### src/rtl/alu_pkg.sv
package alu_pkg;

    typedef enum logic [3:0] {
        OP_ADD  = 4'd0,
        OP_ADDU = 4'd1,
        OP_SUB  = 4'd2,
        OP_SUBU = 4'd3,
        OP_SLT  = 4'd4,
        OP_SLTU = 4'd5,
        OP_AND  = 4'd6,
        OP_OR   = 4'd7,
        OP_NOR  = 4'd8,
        OP_XOR  = 4'd9,
        OP_SLL  = 4'd10,
        OP_SRL  = 4'd11,
        OP_SRA  = 4'd12,
        OP_SLLV = 4'd13,
        OP_SRLV = 4'd14,
        OP_SRAV = 4'd15
    } alu_op_e;

    // status that travels with the result into the output register
    typedef struct packed {
        logic valid;
        logic wr;
        logic trap;
    } alu_stat_t;

    function automatic logic is_shift(input alu_op_e o);
        return (o == OP_SLL)  || (o == OP_SRL)  || (o == OP_SRA) ||
               (o == OP_SLLV) || (o == OP_SRLV) || (o == OP_SRAV);
    endfunction

    function automatic logic is_bitwise(input alu_op_e o);
        return (o == OP_AND) || (o == OP_OR) || (o == OP_NOR) || (o == OP_XOR);
    endfunction

    function automatic logic is_subtract(input alu_op_e o);
        return (o == OP_SUB) || (o == OP_SUBU) || (o == OP_SLT) || (o == OP_SLTU);
    endfunction

    function automatic logic traps(input alu_op_e o);
        return (o == OP_ADD) || (o == OP_SUB);
    endfunction

endpackage

### src/rtl/alu_opnd_mux.sv
module alu_opnd_mux
    import alu_pkg::*;
#(
    parameter int W     = 32,
    parameter int IMM_W = 16
) (
    input  alu_op_e          op,
    input  logic [W-1:0]     rt_val,
    input  logic [IMM_W-1:0] imm,
    input  logic             use_imm,
    output logic [W-1:0]     opnd_b
);
    localparam int EXT_W = W - IMM_W;

    logic [W-1:0] imm_sx;
    logic [W-1:0] imm_zx;

    assign imm_sx = {{EXT_W{imm[IMM_W-1]}}, imm};
    assign imm_zx = {{EXT_W{1'b0}}, imm};

    always_comb begin
        if (!use_imm || is_shift(op)) begin
            opnd_b = rt_val;
        end else if (is_bitwise(op)) begin
            opnd_b = imm_zx;
        end else begin
            opnd_b = imm_sx;
        end
    end
endmodule

### src/rtl/alu_addsub.sv
module alu_addsub
    import alu_pkg::*;
#(
    parameter int W = 32
) (
    input  alu_op_e      op,
    input  logic [W-1:0] a,
    input  logic [W-1:0] b,
    output logic [W-1:0] sum,
    output logic         ovf,
    output logic         lt_s,
    output logic         lt_u
);
    logic         sub;
    logic [W-1:0] b_eff;
    logic [W:0]   wide;
    logic         ovf_raw;

    assign sub   = is_subtract(op);
    assign b_eff = sub ? ~b : b;
    assign wide  = {1'b0, a} + {1'b0, b_eff} + {{W{1'b0}}, sub};
    assign sum   = wide[W-1:0];

    // same sign going in, different sign coming out
    assign ovf_raw = (a[W-1] == b_eff[W-1]) && (sum[W-1] != a[W-1]);
    assign ovf     = ovf_raw && traps(op);

    assign lt_s = sum[W-1] ^ ovf_raw;
    assign lt_u = ~wide[W];
endmodule

### src/rtl/alu_shifter.sv
module alu_shifter
    import alu_pkg::*;
#(
    parameter int W = 32
) (
    input  alu_op_e              op,
    input  logic [W-1:0]         val,
    input  logic [$clog2(W)-1:0] amt_const,
    input  logic [W-1:0]         amt_reg,
    output logic [W-1:0]         shifted
);
    localparam int SH = $clog2(W);

    logic          left;
    logic          fill;
    logic          var_amt;
    logic [SH-1:0] amt;
    logic [W-1:0]  stg [0:SH];

    assign left    = (op == OP_SLL) || (op == OP_SLLV);
    assign fill    = ((op == OP_SRA) || (op == OP_SRAV)) && val[W-1];
    assign var_amt = (op == OP_SLLV) || (op == OP_SRLV) || (op == OP_SRAV);
    assign amt     = var_amt ? amt_reg[SH-1:0] : amt_const;

    assign stg[0] = val;

    for (genvar i = 0; i < SH; i++) begin : g_stage
        localparam int K = 1 << i;
        always_comb begin
            if (!amt[i]) begin
                stg[i+1] = stg[i];
            end else if (left) begin
                stg[i+1] = {stg[i][W-1-K:0], {K{1'b0}}};
            end else begin
                stg[i+1] = {{K{fill}}, stg[i][W-1:K]};
            end
        end
    end

    assign shifted = stg[SH];
endmodule

### src/rtl/alu_logic.sv
module alu_logic
    import alu_pkg::*;
#(
    parameter int W = 32
) (
    input  alu_op_e      op,
    input  logic [W-1:0] a,
    input  logic [W-1:0] b,
    output logic [W-1:0] y
);
    always_comb begin
        unique case (op)
            OP_AND:  y = a & b;
            OP_OR:   y = a | b;
            OP_NOR:  y = ~(a | b);
            default: y = a ^ b;
        endcase
    end
endmodule

### src/rtl/int_alu.sv
module int_alu
    import alu_pkg::*;
#(
    parameter int W     = 32,
    parameter int IMM_W = 16,
    parameter int SH_W  = $clog2(W)
) (
    input  logic             clk,
    input  logic             rst,
    input  logic             in_valid,
    input  logic [3:0]       op,
    input  logic [W-1:0]     rs_val,
    input  logic [W-1:0]     rt_val,
    input  logic [IMM_W-1:0] imm,
    input  logic             use_imm,
    input  logic [SH_W-1:0]  shamt,
    output logic             out_valid,
    output logic [W-1:0]     result,
    output logic             wr_en,
    output logic             ovf_trap
);
    alu_op_e      op_e;
    logic [W-1:0] opnd_b;
    logic [W-1:0] sum;
    logic         ovf;
    logic         lt_s;
    logic         lt_u;
    logic [W-1:0] sh_y;
    logic [W-1:0] lg_y;
    logic [W-1:0] res_d;
    alu_stat_t    stat_d;
    alu_stat_t    stat_q;
    logic [W-1:0] res_q;

    assign op_e = alu_op_e'(op);

    alu_opnd_mux #(.W(W), .IMM_W(IMM_W)) u_mux (
        .op(op_e), .rt_val(rt_val), .imm(imm), .use_imm(use_imm), .opnd_b(opnd_b)
    );

    alu_addsub #(.W(W)) u_add (
        .op(op_e), .a(rs_val), .b(opnd_b), .sum(sum),
        .ovf(ovf), .lt_s(lt_s), .lt_u(lt_u)
    );

    alu_shifter #(.W(W)) u_sh (
        .op(op_e), .val(rt_val), .amt_const(shamt), .amt_reg(rs_val), .shifted(sh_y)
    );

    alu_logic #(.W(W)) u_lg (
        .op(op_e), .a(rs_val), .b(opnd_b), .y(lg_y)
    );

    always_comb begin
        if (is_shift(op_e)) begin
            res_d = sh_y;
        end else if (is_bitwise(op_e)) begin
            res_d = lg_y;
        end else if (op_e == OP_SLT) begin
            res_d = {{(W-1){1'b0}}, lt_s};
        end else if (op_e == OP_SLTU) begin
            res_d = {{(W-1){1'b0}}, lt_u};
        end else begin
            res_d = sum;
        end
    end

    always_comb begin
        stat_d.valid = in_valid;
        stat_d.trap  = in_valid && ovf;
        stat_d.wr    = in_valid && !ovf;
    end

    always_ff @(posedge clk) begin
        if (rst) begin
            stat_q <= '0;
            res_q  <= '0;
        end else begin
            stat_q <= stat_d;
            res_q  <= res_d;
        end
    end

    assign out_valid = stat_q.valid;
    assign wr_en     = stat_q.wr;
    assign ovf_trap  = stat_q.trap;
    assign result    = res_q;
endmodule

### config.mk
export PLATFORM = sky130hd
export DESIGN_NAME = int_alu
export DESIGN_NICKNAME = d
export VERILOG_FILES = /design/src/rtl/alu_pkg.sv /design/src/rtl/alu_opnd_mux.sv /design/src/rtl/alu_addsub.sv /design/src/rtl/alu_shifter.sv /design/src/rtl/alu_logic.sv /design/src/rtl/int_alu.sv
export SDC_FILE = /design/constraint.sdc
export NUM_CORES = 1
export LEC_CHECK = 0
export ABC_AREA = 1
export BUFFER_PORTS_ARGS = -buffer_cell sky130_fd_sc_hd__buf_2
export CORE_MARGIN = 1.5
export CORE_UTILIZATION = 55
export DETAILED_ROUTE_END_ITERATION = 10
export GPL_TIMING_DRIVEN = 0
export PLACE_DENSITY_LB_ADDON = 0.25
export SLEW_MARGIN = 0
export SYNTH_ARGS = -nofsm -noshare
export SYNTH_HDL_FRONTEND = slang
export SYNTH_SLANG_ARGS = --single-unit
### constraint.sdc
create_clock -name clk -period 3.9 [get_ports clk]
set_input_delay 0.195 -clock clk [delete_from_list [all_inputs] [get_ports clk]]
set_output_delay 0.195 -clock clk [all_outputs]
set_load 0.02 [all_outputs]
==> results.json <==
{
  "vias_per_cell": 6.351,
  "hold_buffers": 0,
  "powerDensity_nw_per_um2": 293.2,
  "netlist_top_cells_area": "nand2_1 (19%), nand3_1 (15%), ha_1 (14%), dfxtp_1 (7.6%), inv_1 (6.6%)",
  "cts-root-buf": "clkbuf_16",
  "slew_headroom_pct": 41.11,
  "fin_crit_sh_pct": 97.28,
  "cts_sinks": 35,
  "core_sq_um": 16520,
  "antenna_found_initial": 1,
  "syn_nets": 1849,
  "period_minus_slack_ns": 3.794,
  "yosys.area.top_type_share_pct": 19.47,
  "fillers": 1688,
  "critical-path-max-stage-delay_ns": 0.31,
  "sw_frac_of_total_pct": 56.05,
  "htree_levels": 2,
  "start_kind": "input port",
  "yosys_warnings": 0,
  "internal_power_uw": 1356,
  "ir_drop_uv": 317.2,
  "slew_viol_final": 0,
  "place_congestion": 1.096,
  "syn-cell-area_sq_um": 9275,
  "endpoint_kind": "flop",
  "numCtsBuffers": 5,
  "synth_edf_count": 0,
  "run_status": "complete, no violations",
  "hp-class": "input port to flop",
  "port_buffers": 126,
  "avgSynthCellArea_sq_um": 5.614,
  "cp_common_cell": "nand3_1",
  "synth_commonest_cells": "nand2_1 (481), nand3_1 (271), inv_1 (163)",
  "nets": 1987,
  "tightest_slew_ns": 0.8833,
  "cpMaxStageDelayCell": "ha_1",
  "utilization_pct": 63.66,
  "drtIter0Drc": 2133,
  "ant_nets": 0,
  "top_layer_used": "met5",
  "drv_cap": 0,
  "finalHoldViolCount": 0,
  "drc": 0,
  "dr_wl_met3_microns": 6806,
  "finalWirelength_microns": 43570,
  "layout-drive-gt1-share_pct": 14.85,
  "met2_length_microns": 17170,
  "routed-via-count": 12771,
  "wl_per_cell_microns": 21.67,
  "synth_cells": 1652,
  "area_growth_pct": 13.41,
  "switchingPower_uw": 1729,
  "grt.total_usage_pct": 47.74,
  "ys_seq_area_share_pct": 7.554,
  "die_w_microns": 132.9,
  "drtPass1Iterations": 6,
  "grt_pass1_wl_microns": 64980,
  "tritoncts": "done",
  "grt_pass1_vias": 11434,
  "diodes": 0,
  "grt_overflow_total": 0,
  "dieArea_sq_um": 17650,
  "max_freq_mhz": 263.6,
  "clock_path_buffers": 2,
  "path_class": "input port to flop",
  "rsz0062_at_grt": "yes",
  "io_pins": 128,
  "fp.dieH_microns": 132.9,
  "synth_top_area_cell": "nand2_1",
  "yosys_most_used_dff": "dfxtp_1",
  "ys_async_sr_fraction_pct": 0,
  "required_ns": 4.07,
  "clkTransAtPathRegs_ns": 0.05,
  "path_cells": "buf_2, nor2_2, nand2_1, inv_2, a21oi_4, nand2_4, inv_2, o21ai_4, buf_4, a21oi_2, xor2_1, ha_1, a21oi_1, o21ai_0, a21oi_1, nor2_1, a211oi_2, buf_4, nand3_1, nand3_1, nand3_1, nand2_1, inv_1",
  "grt_max_degree": 12,
  "clkPwrFrac_pct": 13.6,
  "cp_max_fo": 9,
  "rows": 47,
  "dp_hpwl_microns": 35450,
  "synth_cell_types": 53,
  "finalSetupViolCount": 0,
  "setup_ws_ns": 0.1061,
  "cp.arrival_ns": 3.97,
  "dp_slack_ns": -0.8905,
  "synth_seq_cells": 35,
  "initial_core_util_pct": 56.13,
  "p_comb_share_pct": 72.8,
  "seqPwrFrac_pct": 13.6,
  "wl_met1_microns": 16870,
  "yosysMostFrequentCell": "nand2_1",
  "p_leak_uw": 0.005491
}
## state kept, by name, summed over array words and instances, names as in the netlist
| register | cells |
|---|---|
| result | 32 |
| out_valid | 1 |
| ovf_trap | 1 |
| wr_en | 1 |
## placed cells by master, fill, tap and decap left out, types with 7 or more instances in the layout
cell,n
inv_1,163
a21oi_2,16
a21oi_1,94
xor2_1,32
nand4_1,39
buf_4,16
o2111ai_1,23
a21o_1,7
nand2_2,11
nand2_1,478
dfxtp_1,35
clkbuf_1,29
inv_2,8
a221oi_1,8
nand3_1,270
buf_2,148
ha_1,101
nor2_1,76
nor3_1,11
nor2_2,9
o21ai_0,80
or2_2,7
o211ai_1,19
o21ai_1,18
## power by group through the flow
stage	combinational [uW]	clock (uW)	sequential, uW
global route	2400	426	422
CTS	2090	414	419
finish	2250	420	419
global placement	2040	0	422
detailed placement	2070	0	424
floorplan	1320	0	487
## per-layer routing
layer  global-route usage [%]  up-vias
met2                    69.50     1093
met3                    11.11      183
met5                        0        -
met1                    64.84     5627
li1                         -     5866
met4                    25.76        2
## cell type report
class                      instances  area [sq um]  share of cell area (%)
clock inverter                     1         7.507                 0.07137
multi-input combinational       1363          7631                   72.55
inverter                         178         673.1                   6.399
timing repair buffer             131         668.1                   6.352
clock buffer                       7         152.6                   1.451
tap                              220         275.3                   2.617
sequential                        35         700.7                   6.661
buffer                            76         410.4                   3.902
## path summary, 6_finish.rpt
path / startpoint / endpoint / slack, ns / cells after the start
max: op[0] / wr_en / 0.11 / 23
min: in_valid / ovf_trap / 0.18 / 3
## metrics by stage
| step | TNS (ns) | instances | area, sq um | total power, uW | hold slack (ns) |
|---|---|---|---|---|---|
| floorplan | 0 | 1652 | 9275 | 1809 | 0.2641 |
| global placement | -9.971 | 1998 | 10180 | 2464 | 0.4288 |
| detailed placement | -10.88 | 1998 | 10180 | 2497 | 0.4744 |
| CTS | 0 | 2007 | 10370 | 2923 | 0.1906 |
| global route | -0.02199 | 2011 | 10520 | 3249 | 0.2072 |
| finish | 0 | 2011 | 10520 | 3084 | 0.1835 |
## worst max-delay path: cells and delay by family
family | cells | cell delay (ns)
and+or+nand+nor | 8 | 0.93
buffers and inverters | 6 | 0.89
adders and majority gates | 1 | 0.31
AOI/OAI and AO/OA | 7 | 1.44
xor gates and xnor gates | 1 | 0.19
## cell families after synthesis
| logic type | Yosys count | share of synthesized area (%) |
|---|---|---|
| xor gates and xnor gates | 34 | 3.211 |
| and+or+nand+nor | 926 | 44.21 |
| DFF | 35 | 7.554 |
| buffers and inverters | 254 | 11.53 |
| AOI/OAI and AO/OA | 299 | 19.39 |
| adders and majority gates | 104 | 14.11 |
## timing repair
item,CTS,global route
endpoints found under the setup margin,19,23
buffers inserted,1,4
cloned,0,0
resized for setup,6,41
pin swaps,0,3
No activity file was read; power rests on OpenSTA's default activity.
